[config.mk]
export PLATFORM = sky130hd
export DESIGN_NAME = tcpServerConn
export DESIGN_NICKNAME = d
export VERILOG_FILES = /design/src/rtl/tcpSrvPkg.sv /design/src/rtl/tcpConnDatapath.sv /design/src/rtl/tcpConnCtrl.sv /design/src/rtl/tcpServerConn.sv
export SDC_FILE = /design/constraint.sdc
export NUM_CORES = 1
export LEC_CHECK = 0
export ABC_AREA = 1
export BUFFER_PORTS_ARGS = -buffer_cell sky130_fd_sc_hd__buf_2
export CAP_MARGIN = 10
export CORE_ASPECT_RATIO = 0.9
export CORE_UTILIZATION = 27
export CTS_CLUSTER_SIZE = 14
export DETAILED_ROUTE_END_ITERATION = 7
export GPL_TIMING_DRIVEN = 0
export SETUP_SLACK_MARGIN = 0.02
export SLEW_MARGIN = 20
export SYNTH_ARGS = -nofsm -noshare
export SYNTH_HDL_FRONTEND = slang
export SYNTH_SLANG_ARGS = --single-unit
[constraint.sdc]
create_clock -name clk -period 3.8 [get_ports clk]
set_input_delay 0.95 -clock clk [delete_from_list [all_inputs] [get_ports clk]]
set_output_delay 0.95 -clock clk [all_outputs]
set_load 0.02 [all_outputs]
[src/rtl/tcpSrvPkg.sv]
package tcpSrvPkg;
  localparam int HDR_BYTES = 20;
  localparam int HDR_BITS  = HDR_BYTES * 8;
  localparam int HDR_KEEP  = 14;
  localparam int IDX_W     = $clog2(HDR_BYTES + 1);

  localparam logic [7:0] FL_FIN   = 8'h01;
  localparam logic [7:0] FL_SYN   = 8'h02;
  localparam logic [7:0] FL_RST   = 8'h04;
  localparam logic [7:0] FL_ACK   = 8'h10;
  localparam logic [7:0] DATA_OFF = 8'h50;

  typedef enum logic [1:0] {
    SEG_SYNACK = 2'd0,
    SEG_FIN    = 2'd1,
    SEG_ACK    = 2'd2
  } segKind_t;

  typedef struct packed {
    logic     capSyn;
    logic     capResume;
    logic     capFin;
    logic     advSnd;
    logic     clear;
    logic     sendGo;
    segKind_t kind;
  } dpCtrl_t;

  typedef struct packed {
    logic segDone;
    logic isSynReq;
    logic isAckMatch;
    logic isFin;
  } rxInfo_t;
endpackage

[src/rtl/tcpConnDatapath.sv]
module tcpConnDatapath
  import tcpSrvPkg::*;
#(
  parameter logic [15:0] LOCAL_PORT = 16'd80
) (
  input  logic        clk,
  input  logic        rst_n,
  input  dpCtrl_t     ctl,
  output rxInfo_t     rx,
  input  logic [7:0]  rxData,
  input  logic        rxValid,
  input  logic        rxFirst,
  input  logic [31:0] resumeSeq,
  output logic [7:0]  txData,
  output logic        txValid,
  output logic        txBusy,
  output logic        sendDone,
  output logic [15:0] tcbPeerPort,
  output logic [31:0] tcbSndNxt,
  output logic [31:0] tcbRcvNxt
);
  localparam logic [IDX_W-1:0] LAST_IDX = IDX_W'(HDR_BYTES - 1);

  // ---------------- receive parser ----------------
  logic [7:0]       rxHdr [HDR_KEEP];
  logic [IDX_W-1:0] rxIdx, rxPos;
  logic             rxLive, rxTake, rxLast, rxDoneQ;

  assign rxPos  = rxFirst ? '0 : rxIdx;
  assign rxTake = rxValid && (rxFirst || rxLive);
  assign rxLast = rxTake && (rxPos == LAST_IDX);

  always_ff @(posedge clk) begin
    if (!rst_n) begin
      rxIdx   <= '0;
      rxLive  <= 1'b0;
      rxDoneQ <= 1'b0;
    end else begin
      rxDoneQ <= rxLast;
      if (rxTake) begin
        rxLive <= !rxLast;
        rxIdx  <= rxPos + 1'b1;
      end
    end
  end

  for (genvar g = 0; g < HDR_KEEP; g++) begin : gHdrByte
    always_ff @(posedge clk) begin
      if (!rst_n)
        rxHdr[g] <= '0;
      else if (rxTake && (rxPos == IDX_W'(g)))
        rxHdr[g] <= rxData;
    end
  end

  logic [15:0] inSrcPort, inDstPort;
  logic [31:0] inSeq, inAck;
  logic [7:0]  inFlags;
  logic        hdrOk, portsOk;

  assign inSrcPort = {rxHdr[0], rxHdr[1]};
  assign inDstPort = {rxHdr[2], rxHdr[3]};
  assign inSeq     = {rxHdr[4], rxHdr[5], rxHdr[6], rxHdr[7]};
  assign inAck     = {rxHdr[8], rxHdr[9], rxHdr[10], rxHdr[11]};
  assign inFlags   = rxHdr[13];
  assign hdrOk     = (rxHdr[12] == DATA_OFF) && (inDstPort == LOCAL_PORT);
  assign portsOk   = hdrOk && (inSrcPort == tcbPeerPort);

  logic [31:0] sndNxt, rcvNxt;
  logic [15:0] peerPort;

  assign rx.segDone    = rxDoneQ;
  assign rx.isSynReq   = hdrOk && ((inFlags & (FL_SYN | FL_ACK | FL_RST)) == FL_SYN);
  assign rx.isAckMatch = portsOk && ((inFlags & (FL_SYN | FL_ACK | FL_RST)) == FL_ACK)
                         && (inAck == sndNxt + 32'd1);
  assign rx.isFin      = portsOk && ((inFlags & (FL_FIN | FL_SYN)) == FL_FIN);

  // ---------------- connection variables ----------------
  logic [31:0] isnCnt;

  always_ff @(posedge clk) begin
    if (!rst_n) isnCnt <= '0;
    else        isnCnt <= isnCnt + 32'd1;
  end

  always_ff @(posedge clk) begin
    if (!rst_n || ctl.clear) begin
      peerPort <= '0;
      sndNxt   <= '0;
      rcvNxt   <= '0;
    end else begin
      if (ctl.capSyn) begin
        peerPort <= inSrcPort;
        sndNxt   <= isnCnt;
        rcvNxt   <= inSeq + 32'd1;
      end
      if (ctl.capResume) sndNxt <= resumeSeq;
      if (ctl.advSnd)    sndNxt <= sndNxt + 32'd1;
      if (ctl.capFin)    rcvNxt <= inSeq + 32'd1;
    end
  end

  assign tcbPeerPort = peerPort;
  assign tcbSndNxt   = sndNxt;
  assign tcbRcvNxt   = rcvNxt;

  // ---------------- transmit serializer ----------------
  logic [7:0]          outFlags;
  logic [HDR_BITS-1:0] txVec;
  logic [IDX_W-1:0]    txIdx;
  logic                txActive;

  always_comb begin
    case (ctl.kind)
      SEG_SYNACK: outFlags = FL_SYN | FL_ACK;
      SEG_FIN:    outFlags = FL_FIN | FL_ACK;
      default:    outFlags = FL_ACK;
    endcase
  end

  always_ff @(posedge clk) begin
    if (!rst_n) begin
      txActive <= 1'b0;
      txIdx    <= '0;
      txVec    <= '0;
    end else if (ctl.sendGo) begin
      txActive <= 1'b1;
      txIdx    <= '0;
      txVec    <= {LOCAL_PORT, peerPort, sndNxt, rcvNxt, DATA_OFF, outFlags, 48'h0};
    end else if (txActive) begin
      if (txIdx == LAST_IDX) txActive <= 1'b0;
      txIdx <= txIdx + 1'b1;
    end
  end

  assign txData   = txVec[(HDR_BYTES - 1 - int'(txIdx)) * 8 +: 8];
  assign txValid  = txActive;
  assign txBusy   = txActive;
  assign sendDone = txActive && (txIdx == LAST_IDX);

  // a segment, once begun, continues without a gap until its last byte
  p_burst_r13: assert property (@(posedge clk) disable iff (!rst_n)
    (txValid && !sendDone) |=> txValid);
endmodule

[src/rtl/tcpConnCtrl.sv]
module tcpConnCtrl
  import tcpSrvPkg::*;
#(
  parameter int unsigned SYNACK_TO = 50000,
  parameter int unsigned FIN_TO    = 50000,
  parameter int unsigned CLIFIN_TO = 100000,
  parameter int unsigned MSL_CYC   = 1000000
) (
  input  logic    clk,
  input  logic    rst_n,
  input  rxInfo_t rx,
  input  logic    txReady,
  input  logic    txBusy,
  input  logic    sendDone,
  input  logic    txResume,
  output dpCtrl_t ctl,
  output logic    txInit,
  output logic    rxInit
);
  localparam int unsigned TW_CYC = 2 * MSL_CYC;
  localparam int unsigned MAX_A  = (SYNACK_TO > FIN_TO) ? SYNACK_TO : FIN_TO;
  localparam int unsigned MAX_B  = (CLIFIN_TO > TW_CYC) ? CLIFIN_TO : TW_CYC;
  localparam int unsigned T_MAX  = (MAX_A > MAX_B) ? MAX_A : MAX_B;
  localparam int          TMR_W  = $clog2(T_MAX + 1);

  typedef enum logic [2:0] {
    S_LISTEN, S_READY, S_SEND, S_SYNACK_WAIT,
    S_ESTAB, S_FINACK_WAIT, S_CLIFIN_WAIT, S_TIMEWAIT
  } state_t;

  state_t           st, nxt;
  segKind_t         kindQ, kindNxt;
  logic [TMR_W-1:0] tmr, limit;
  logic             inWait, expired, initHit;

  always_comb begin
    inWait = 1'b1;
    case (st)
      S_SYNACK_WAIT: limit = TMR_W'(SYNACK_TO);
      S_FINACK_WAIT: limit = TMR_W'(FIN_TO);
      S_CLIFIN_WAIT: limit = TMR_W'(CLIFIN_TO);
      S_TIMEWAIT:    limit = TMR_W'(TW_CYC);
      default: begin
        limit  = '0;
        inWait = 1'b0;
      end
    endcase
  end

  assign expired = inWait && (tmr == limit - 1'b1);
  assign initHit = (st == S_SYNACK_WAIT) && rx.segDone && rx.isAckMatch;

  always_comb begin
    nxt     = st;
    kindNxt = kindQ;
    ctl     = '0;
    ctl.kind = kindQ;
    case (st)
      S_LISTEN:
        if (rx.segDone && rx.isSynReq) begin
          ctl.capSyn = 1'b1;
          kindNxt    = SEG_SYNACK;
          nxt        = S_READY;
        end
      S_READY:
        if (txReady) begin
          ctl.sendGo = 1'b1;
          nxt        = S_SEND;
        end
      S_SEND:
        if (sendDone) begin
          case (kindQ)
            SEG_SYNACK: nxt = S_SYNACK_WAIT;
            SEG_FIN:    nxt = S_FINACK_WAIT;
            default:    nxt = S_TIMEWAIT;
          endcase
        end
      S_SYNACK_WAIT:
        if (initHit) begin
          ctl.advSnd = 1'b1;
          nxt        = S_ESTAB;
        end else if (expired) begin
          nxt = S_READY;
        end
      S_ESTAB:
        if (txResume) begin
          ctl.capResume = 1'b1;
          kindNxt       = SEG_FIN;
          nxt           = S_READY;
        end
      S_FINACK_WAIT:
        if (rx.segDone && rx.isAckMatch) begin
          ctl.advSnd = 1'b1;
          nxt        = S_CLIFIN_WAIT;
        end else if (expired) begin
          nxt = S_READY;
        end
      S_CLIFIN_WAIT:
        if (rx.segDone && rx.isFin) begin
          ctl.capFin = 1'b1;
          kindNxt    = SEG_ACK;
          nxt        = S_READY;
        end else if (expired) begin
          ctl.clear = 1'b1;
          nxt       = S_LISTEN;
        end
      S_TIMEWAIT:
        if (expired) begin
          ctl.clear = 1'b1;
          nxt       = S_LISTEN;
        end
      default: nxt = S_LISTEN;
    endcase
  end

  always_ff @(posedge clk) begin
    if (!rst_n) begin
      st     <= S_LISTEN;
      kindQ  <= SEG_SYNACK;
      tmr    <= '0;
      txInit <= 1'b0;
      rxInit <= 1'b0;
    end else begin
      st     <= nxt;
      kindQ  <= kindNxt;
      txInit <= initHit;
      rxInit <= initHit;
      if (nxt != st)   tmr <= '0;
      else if (inWait) tmr <= tmr + 1'b1;
    end
  end

  // nothing is being sent while the block sits listening
  p_listen_idle_r2: assert property (@(posedge clk) disable iff (!rst_n)
    (st == S_LISTEN) |-> !txBusy);

  // the handshake wait never outlasts its timeout
  p_synack_bound_r5: assert property (@(posedge clk) disable iff (!rst_n)
    (st == S_SYNACK_WAIT) |-> (32'(tmr) < SYNACK_TO));

  // the hand-off holds until the transmitter resumes
  p_estab_hold_r7: assert property (@(posedge clk) disable iff (!rst_n)
    (st == S_ESTAB && !txResume) |=> (st == S_ESTAB));
endmodule

[src/rtl/tcpServerConn.sv]
module tcpServerConn
  import tcpSrvPkg::*;
#(
  parameter logic [15:0] LOCAL_PORT = 16'd80,
  parameter int unsigned SYNACK_TO  = 50000,
  parameter int unsigned FIN_TO     = 50000,
  parameter int unsigned CLIFIN_TO  = 100000,
  parameter int unsigned MSL_CYC    = 1000000
) (
  input  logic        clk,
  input  logic        rst_n,
  input  logic [7:0]  rxData,
  input  logic        rxValid,
  input  logic        rxFirst,
  input  logic        txReady,
  output logic [7:0]  txData,
  output logic        txValid,
  output logic        txInit,
  output logic        rxInit,
  input  logic        txResume,
  input  logic [31:0] resumeSeq,
  output logic [15:0] tcbPeerPort,
  output logic [31:0] tcbSndNxt,
  output logic [31:0] tcbRcvNxt
);
  dpCtrl_t ctl;
  rxInfo_t rxInfo;
  logic    txBusy, sendDone;

  tcpConnCtrl #(
    .SYNACK_TO(SYNACK_TO), .FIN_TO(FIN_TO),
    .CLIFIN_TO(CLIFIN_TO), .MSL_CYC(MSL_CYC)
  ) uCtrl (
    .clk(clk), .rst_n(rst_n), .rx(rxInfo), .txReady(txReady),
    .txBusy(txBusy), .sendDone(sendDone), .txResume(txResume),
    .ctl(ctl), .txInit(txInit), .rxInit(rxInit)
  );

  tcpConnDatapath #(.LOCAL_PORT(LOCAL_PORT)) uDp (
    .clk(clk), .rst_n(rst_n), .ctl(ctl), .rx(rxInfo),
    .rxData(rxData), .rxValid(rxValid), .rxFirst(rxFirst),
    .resumeSeq(resumeSeq), .txData(txData), .txValid(txValid),
    .txBusy(txBusy), .sendDone(sendDone), .tcbPeerPort(tcbPeerPort),
    .tcbSndNxt(tcbSndNxt), .tcbRcvNxt(tcbRcvNxt)
  );

  // a segment only starts after the lower layer showed ready
  p_send_after_ready_r4: assert property (@(posedge clk) disable iff (!rst_n)
    $rose(txValid) |-> $past(txReady));

  // the start strobe to the sequencers lasts a single cycle
  p_init_pulse_r6: assert property (@(posedge clk) disable iff (!rst_n)
    txInit |=> !txInit);
endmodule

; After elaboration in Yosys (flattened, before gate mapping)
; Memories as Yosys holds them, arrays and structs flattened.
; Index checks and enable logic that the tools add are counted.
[classes]
addsub = 8
n_mul = 0
n_div = 0
order_cmp = 0
n_eq_ne = 35
shifts = 1
n_mux = 98
bitwise_logic = 15
n_reduce_logical = 44
[ops]
columns = operator, n
row1 = 32-bit 2-to-1 mux, 5
row2 = 160-bit by 9-bit variable part select with 8-bit output, 1
row3 = 8-bit 2-to-1 mux, 14
row4 = "32-bit by 1-bit adder with 32-bit output, second input constant", 3
row5 = 21-bit case mux with 3 select lines, 1
row6 = 1-bit 2-to-1 mux, 59
row7 = 32-bit == test, 1
row8 = "5-bit by 4-bit == test with 1-bit output, second input constant", 6
row9 = 1-bit logical AND, 29
row10 = 3-bit 2-to-1 mux, 9
row11 = 3-bit case mux with 8 select lines, 1
row12 = "21-bit by 1-bit adder with 21-bit output, second input constant", 1
row13 = 21-bit == test, 1
row14 = "21-bit by 1-bit subtractor with 21-bit output, second input constant", 1
row15 = "5-bit by 3-bit == test with 1-bit output, second input constant", 4
row16 = 16-bit == test, 1
row17 = "16-bit by 7-bit == test with 1-bit output, second input constant", 1
row18 = "3-bit == test, second input constant", 5
row19 = 1-bit OR, 14
row20 = "5-bit by 1-bit adder with 5-bit output, second input constant", 2
row21 = "5-bit by 2-bit == test with 1-bit output, second input constant", 2
row22 = "5-bit == test, second input constant", 2
row23 = "8-bit by 7-bit == test with 1-bit output, second input constant", 1
row24 = "3-bit by 1-bit == test with 1-bit output, second input constant", 2
row25 = 24 further kinds, 35
[totals]
regBits = 243
latch_bits = 0
ram_bits = 112
romBits = 0
word_cells = 216
memories = 1
[mem_list]
columns = name, depth, word_bits, read_ports, rd_clocked_by_memory_dff, write_ports, line_no
row1 = uDp.rxHdr, 14, 8, 14, 0, 14, tcpConnDatapath.sv:25  ; logic [7:0] rxHdr [HDR_KEEP];

; Longest topological paths before layout
; Gate-level depths: netlist (run 1).
[depth]
word_depth = 11
ltp_mapped = 23
mapped_depth_nobuf = 22

; Hierarchy
; From an unflattened synthesis (run 1), not the netlist that was laid out.
[unflattened]
hier_cells = 2377
area_unflattened_um2 = 17770.8
[by_module_without_submodules]
columns = mod, instances, cells_each, area_per_inst_um2, seq_area_each_um2
row1 = tcpConnDatapath, 1, 2088, 15761.4, 7407.1
row2 = tcpConnCtrl, 1, 289, 2009.4, 540.5

; Worst setup path before layout (run 1)
; Ideal clock, no wire load.
[synth_path]
path_type = reg-to-output
startpoint = register uDp.txIdx[2]
endpoint = output txData[4]
arrival_time_ns = 2.166
setup_slack_ns = 0.684
stages_incl_launch_ff = 9
path_buffers = 1
cell_sequence = dfxtp_1 > clkbuf_1 > clkinv_1 > ha_1 > ha_1 > inv_1 > nor3_1 > inv_1 > o31ai_1
[synth_via]
elab_chain_cells = 2
[synth_rtl]
columns = element, line_no
row1 = from (decl), tcpConnDatapath.sv:110  ; logic [IDX_W-1:0] txIdx;
row2 = from (signal assigned), tcpConnDatapath.sv:132  ; txIdx <= txIdx + 1'b1;
row3 = 5-bit by 5-bit subtractor with 6-bit output, tcpConnDatapath.sv:136  ; assign txData = txVec[(HDR_BYTES - 1 - int'(txIdx)) * 8 +: 8];
row4 = 160-bit by 9-bit variable part select with 8-bit output, tcpConnDatapath.sv:136
row5 = to (decl), tcpServerConn.sv:16  ; output logic [7:0] txData,
; No other way between the ends.

; Worst setup path after layout (run 1)
[layout_path]
startpoint = register uDp.txIdx[2]
endpoint = output txData[6]
; Same word-level chain as after synthesis.

==> impl_metrics.env, run 1 <==
export IMPL_skew_ns=0.0486
export IMPL_cap_violations=0
export IMPL_grt_pass1_vias=15200
export IMPL_firstDrtPassIters=6
export IMPL_place_ws_ns=0.0403
export IMPL_drtIter0Drc=1372
export IMPL_timing_final_ws_setup_ns=0.113
export IMPL_cts_buffers=40
export IMPL_grtUsageTotal_pct=18.0
export IMPL_ys_seq_area_share_pct=45.7
export IMPL_drive_above_1_share_pct=10.9
export IMPL_gp_congestion=0.949
export IMPL_final_area_mm2=0.0207
export IMPL_h_tree_depth=2
export IMPL_synthToLayoutAreaGrowth_pct=19.1
export IMPL_r2r_start="uDp.tcbSndNxt[1]"
export IMPL_p_leak_nw=8.28
export IMPL_slew_limit_headroom_pct=27.9
export IMPL_antenna_left=0
export IMPL_status="completed"
export IMPL_endpoint_kind="output port"
export IMPL_clk_path_buf_depth=3
export IMPL_io_buffers=135
export IMPL_grt_pass1_wl_um=90700
export IMPL_cp_required_ns=2.85
export IMPL_tns_ns=0
export IMPL_ys_warnings_count=0
export IMPL_min_to="uDp.rxIdx[4]"
export IMPL_wire_per_inst_um=17.5
export IMPL_finalWirelength_um=60300
export IMPL_die_h_um=243
export IMPL_final_util_pct=32.8
export IMPL_dpl_hpwl_um=47100
export IMPL_nets=2631
export IMPL_period_needed_ns=3.69
export IMPL_max_freq_mhz=271
export IMPL_row_count=87
export IMPL_cp_data_arrival_time_ns=2.74
export IMPL_synthCells=2393
export IMPL_crit_fanout=10
export IMPL_regToRegSetupSlack_ns=0.31
export IMPL_dieArea_mm2=0.0655
export IMPL_fin_hold_ws_ns=0.476
export IMPL_place_inst=3374
export IMPL_drcViolationCount=0
export IMPL_synth_nets=2453
export IMPL_postSynthAreaPerCell_um2=7.27
export IMPL_total_power_mw=8.40
export IMPL_crit_type="flop to output port"
export IMPL_initial_core_util_pct=27.6
export IMPL_hold_violations=0
export IMPL_syn_cell_area_mm2=0.0174
export IMPL_core_mm2=0.0631
export IMPL_cts_tree="done"
export IMPL_cts_hold_buf=0
export IMPL_tightest_slew_ns=1.08
export IMPL_stdcell_count=3447
export IMPL_ys_seq_elements=343
export IMPL_peakVddDrop_mv=0.343
export IMPL_maxSlewViolCount=0
export IMPL_antenna_found_initial=2
export IMPL_vias=16400
export IMPL_hp_start="uDp.rxIdx[4]"
export IMPL_reg2regPathDepth=17
export IMPL_via_per_inst=4.77
export IMPL_n_antenna_cell=0
export IMPL_clock_sinks=343
export IMPL_power_density_mw_per_mm2=405
export IMPL_start_kind="flop"
export IMPL_fin_crit_sh_pct=97.0
export IMPL_hold_path_depth=2
export IMPL_boundaryPins=137
export IMPL_rsz0062_at_grt="no"
export IMPL_final_setup_viol_count=0
export IMPL_gr_total_overflow=0
export IMPL_die_x_um=270
export IMPL_cts_clk_slew_worst_paths_ns=0.06
export IMPL_synth_cell_types=47
export IMPL_hold_class="flop to flop"
export IMPL_clk_latency_ns=0.60
export IMPL_grt_max_degree=15
export IMPL_r2r_end="uDp.tcbSndNxt[17]"
export IMPL_place_area_mm2=0.0192
export IMPL_ctsRootBufferMaster="clkbuf_16"
## area by class of cell
cell class / count / area [um2]
tap: 845 / 1060
sequential: 343 / 7950
buffer: 93 / 409
multi-input combinational: 1725 / 8290
clock buffer: 54 / 1150
timing repair buffer: 136 / 683
inverter: 232 / 880
fill: 6863 / 42400
clock inverter: 19 / 303
## logic make-up after synthesis
family | count (synthesis) | synth area share [%]
AO/OA/AOI/OAI | 414 | 12.9
XOR/XNOR | 63 | 3.17
adder cells (fa/ha/maj) | 14 | 1.01
buffers and inverters | 325 | 7.27
flip-flops | 343 | 45.7
multiplexers | 7 | 0.403
AND/OR/NAND/NOR | 1227 | 29.6
## critical path, cell delays in order, from the launching register on
cell and delay, ns:
dfxtp_1 0.34, clkbuf_4 0.21, clkinv_4 0.12, ha_1 0.25
ha_4 0.30, inv_2 0.06, nor3_1 0.12, inv_1 0.12
o31ai_2 0.39, buf_2 0.24
## Yosys cell counts (all sizes together)
master,number,area (um2)
a21oi,174,875
o221ai,1,8.76
mux2i,7,70.1
and2,1,6.26
edfxtp,108,3240
inv,229,860
nor4,10,68.8
xnor2,18,158
xor2,45,394
nand3b,15,113
clkbuf,73,274
o32ai,1,8.76
nor3,33,180
a22oi,1,7.51
o21a,3,22.5
o211ai,12,90.1
nor3b,6,45.0
o31ai,5,37.5
nand2,542,2040
o21bai,2,15.0
nor2,446,1750
o2111ai,9,78.8
o21ai,164,821
nand3,137,713
a211oi,4,30.0
dfxtp,235,4700
buf,20,120
o22ai,33,206
nand4,33,206
or2,4,25.0
a31oi,1,6.26
clkinv,3,11.3
ha,14,175
a32o,4,40.0
## where the power goes
part | switching (mW) | leakage, nW | total, mW | internal, mW
sequential | 0.0464 | 3.01 | 3.88 | 3.83
combinational | 0.219 | 4.56 | 0.303 | 0.0839
clock | 1.71 | 0.714 | 4.22 | 2.51
## worst max-delay path by stage
stage                     startpoint           endpoint  depth (start not counted)
floorplan               uDp.txIdx[2]          txData[4]                          8
global placement        uDp.txIdx[2]          txData[2]                         10
detailed placement      uDp.txIdx[2]          txData[5]                         10
CTS                     uDp.txIdx[0]          txData[0]                          8
global route        uDp.tcbSndNxt[1]  uDp.tcbSndNxt[17]                         19
finish                  uDp.txIdx[2]          txData[6]                          9
## cells in the final DEF (no fill, tap or decap), types with 10 or more instances in the layout
cell and n:
nand4_1 33, inv_1 227, a21oi_1 171, o21ai_1 13, o21ai_0 151, ha_1 13
nand3_1 132, nor2_2 12, clkbuf_1 72, dfxtp_1 234, nand2_1 538, edfxtp_1 108
clkbuf_16 40, buf_2 143, clkbuf_8 10, o211ai_1 12, xor2_1 45, nor2_1 426
nand3b_1 15, o22ai_1 33, nor3_1 28, xnor2_1 18
## timing repair
item	4_1_cts	5_1_grt
resized for setup	15	22
gates cloned	0	0
setup endpoints to repair	8	64
buffers inserted	0	0
## state kept, by name (all words and copies together) (netlist names), 2 cells and up
register and cells:
uCtrl.kindQ 2, uCtrl.st 3, uCtrl.tmr 21, uDp.isnCnt 32, uDp.rxHdr 108, uDp.rxIdx 5, uDp.tcbPeerPort 16, uDp.tcbRcvNxt 32
uDp.tcbSndNxt 32, uDp.txIdx 5, uDp.txVec 83
## metal layers
metal	track usage (%)	share of wire, %	vias up
met3	3.13	7.3	99
met4	6.87	3.4	4
met5	0	0.053	-
met1	24.4	45	7567
met2	28.5	44	537
li1	-	-	8238
(Power assumes the default switching activity.)
==> run 2: changes to the inputs <==
Settings changed: ABC_AREA 1 to not set, TNS_END_PERCENT set to 100.
==> run 2 against run 1 <==
  * Worst setup slack worse by 0.10 ns
  * Synthesized cell count shrank 15%
  * Fmax decreased by 2.6%
  * First-iteration DRC count grew 4.7%
  * Combinational power grew 35%
  * Sequential power barely moved
  * Global-route usage up 0.36 points
  * Via count fell by 1.7%
  * Flip-flop and latch count unchanged
  * Sequential share of layout area is 1.9 points lower
  * Critical path type is now flop to flop
  * Critical endpoint is now uDp.tcbSndNxt[26]
  * Highest routed layer unchanged
==> impl_metrics.env, run 2 <==
export IMPL_grtUsageTotal_pct=18.4
export IMPL_postSynthAreaPerCell_um2=8.70
export IMPL_initial_core_util_pct=27.4
export IMPL_period_needed_ns=3.79
export IMPL_dpl_hpwl_um=46300
export IMPL_swShare_pct=23.4
export IMPL_via_per_inst=5.15
export IMPL_crit_type="flop to flop"
export IMPL_ys_top_cells_by_count="nand2_1, dfxtp_1, nor2_1"
export IMPL_crit_fanout=8
export IMPL_status="completed"
export IMPL_crit_top_cell="buf_4"
export IMPL_place_inst=3025
export IMPL_ctsRootBufferMaster="clkbuf_16"
export IMPL_r2r_end="uDp.tcbSndNxt[26]"
export IMPL_grt_pass1_wl_um=93400
export IMPL_switchingPower_mw=1.93
export IMPL_regToRegSetupSlack_ns=0.01
export IMPL_grt_pass1_vias=15300
export IMPL_timing_final_ws_setup_ns=0.0130
export IMPL_reg_top3="uDp.rxHdr: 108 flops, uDp.txVec: 83 flops"
export IMPL_critPathLaunch="uDp.tcbSndNxt[1]"
export IMPL_power_share_combinational_pct=5.0
export IMPL_crit_chain="buf_4, nand2_4, or4_4, nor3_4, xnor2_2, or4_1, or4b_4, nor4_4, buf_4, or4b_1, a31oi_1"
export IMPL_synthCells=2035
export IMPL_drtIter0Drc=1437
export IMPL_boundaryPins=137
export IMPL_gp_congestion=0.988
export IMPL_final_util_pct=33.9
export IMPL_async_flop_share_pct=0
export IMPL_h_tree_depth=2
export IMPL_power_density_mw_per_mm2=377
export IMPL_post_synth_top_count_cell="nand2_1"
export IMPL_final_common_cell="nand2_1"
export IMPL_nets=2313
export IMPL_vias=16200
export IMPL_drcViolationCount=0
export IMPL_tns_ns=0
export IMPL_regArea_mm2=0.00799
export IMPL_die_h_um=245
export IMPL_cts_buffers=39
export IMPL_fin_crit_sh_pct=99.7
export IMPL_max_stage_delay_ns=0.58
export IMPL_clock_sinks=343
export IMPL_clockPowerShare_pct=47.8
export IMPL_synth_nets=2095
export IMPL_wire_per_inst_um=19.9
export IMPL_yosysTopAreaCell="dfxtp_1"
export IMPL_cap_violations=0
export IMPL_cp_required_ns=4.31
export IMPL_ys_warnings_count=0
export IMPL_slew_limit_headroom_pct=25.8
export IMPL_die_x_um=272
export IMPL_dieArea_mm2=0.0666
export IMPL_hold_class="flop to flop"
export IMPL_antenna_left=0
export IMPL_critPathCapture="uDp.tcbSndNxt[26]"
export IMPL_tightest_slew_ns=1.11
export IMPL_n_fill_cell=6709
export IMPL_max_freq_mhz=264
export IMPL_regMostFlops="uDp.rxHdr"
export IMPL_rsz0062_at_grt="yes"
export IMPL_finalWirelength_um=62600
export IMPL_start_kind="flop"
export IMPL_hold_violations=0
export IMPL_clk_path_buf_depth=3
export IMPL_largest_reg_flops=108
export IMPL_skew_ns=0.0187
export IMPL_clk_latency_ns=0.57
export IMPL_ys_seq_elements=343
export IMPL_synth_ff_type="dfxtp_1"
export IMPL_netlist_top_cells_area="dfxtp_1, edfxtp_1, nand2_1"
export IMPL_cp_data_arrival_time_ns=4.29
export IMPL_row_count=88
export IMPL_yosysTopAreaCellShare_pct=26.6
export IMPL_synth_edf_count=108
export IMPL_io_buffers=135
export IMPL_multiInputGateArea_mm2=0.00955
export IMPL_core_mm2=0.0645
export IMPL_peakVddDrop_mv=0.210
export IMPL_p_leak_nw=7.69
export IMPL_endpoint_kind="flop"
export IMPL_synth_cell_types=74
export IMPL_ys_seq_area_share_pct=44.9
export IMPL_cp_slowest_cell="or4_4"
export IMPL_drive_above_1_share_pct=18.2
export IMPL_antenna_found_initial=7
export IMPL_final_setup_viol_count=0
export IMPL_firstDrtPassIters=6
export IMPL_syn_cell_area_mm2=0.0177
export IMPL_grt_max_degree=14
export IMPL_intPower_mw=6.31
export IMPL_cts_tree="done"
export IMPL_place_ws_ns=-1.85
export IMPL_r2r_start="uDp.tcbSndNxt[1]"
export IMPL_maxSlewViolCount=0
export IMPL_reg2regPathDepth=11
export IMPL_seq_power_share_pct=47.2
export IMPL_gr_total_overflow=0
export IMPL_stdcell_count=3139
export IMPL_cts_clk_slew_worst_paths_ns=0.06
export IMPL_synthToLayoutAreaGrowth_pct=23.6
export IMPL_mostFrequentLayoutCells="nand2_1, dfxtp_1, nor2_1, a21oi_1, buf_2"
## run 2: worst max-delay path: cells and delay by family (launching register included)
| kind | cells | cell delay (ns) |
|---|---|---|
| xor gates and xnor gates | 1 | 0.13 |
| DFF | 1 | 0.36 |
| and+or+nand+nor | 7 | 2.70 |
| buffers and inverters | 2 | 0.36 |
| AOI/OAI and AO/OA | 1 | 0.16 |
## run 2: worst min path at each step
stage / startpoint / end / slack (ns) / cells after the start
floorplan: uDp.txVec[105] / uDp.txVec[105] / 0.43 / 2
CTS: uDp.txVec[79] / uDp.txVec[79] / 0.45 / 2
global route: uDp.txVec[109] / uDp.txVec[109] / 0.47 / 2
global placement: uDp.txVec[79] / uDp.txVec[79] / 0.44 / 2
detailed placement: uDp.txVec[79] / uDp.txVec[79] / 0.45 / 2
finish: uDp.txVec[76] / uDp.txVec[76] / 0.45 / 2
## run 2: metrics by stage
| step | total power [mW] | hold slack [ns] | cell area [um2] |
|---|---|---|---|
| floorplan | 4.16 | 0.433 | 17700 |
| global placement | 4.34 | 0.442 | 19500 |
| detailed placement | 4.34 | 0.445 | 19500 |
| CTS | 8.25 | 0.453 | 21500 |
| global route | 8.45 | 0.473 | 21900 |
| finish | 8.24 | 0.452 | 21900 |
## run 2: kinds of logic after synthesis
family | synth area share [%]
and+or+nand+nor | 26.8
xor gates and xnor gates | 6.23
buffers and inverters | 3.67
AOI/OAI and AO/OA | 14.0
adders and majority gates | 1.05
DFF | 44.9
muxes | 3.40
## run 2: final cells by class
type | instances | share of cell area (%)
inverters | 26 | 0.446
flip-flops and latches | 343 | 36.5
plain buffers | 136 | 3.46
repair buffers | 183 | 4.98
multi-input cells | 1524 | 43.6
clock buffers | 53 | 5.12
diodes | 3 | 0.0343
well taps | 855 | 4.89
clock inverters | 16 | 0.955
## run 2: power groups by stage
stage	combinational (mW)	clock (mW)	sequential, mW
after global routing	0.436	4.11	3.90
after CTS	0.393	3.97	3.89
after floorplan	0.200	0	3.96
after detailed placement	0.371	0	3.97
after global placement	0.372	0	3.97
final	0.408	3.94	3.89
## run 2: routing by layer
metal  GRT usage (%)  up-vias  wire, um
met1            23.3     7704     26100
met3            2.87      167      3960
li1                -     7692         -
met2            30.2      593     29300
met4            9.63        8      3210
met5               0        -        51
## run 2: repair_timing
item	in CTS	in global routing
gates cloned	0	0
hold buffers	0	0
buffers inserted	25	23
pin swaps	11	21
gates resized for setup	148	94
endpoints found under the setup margin	113	112
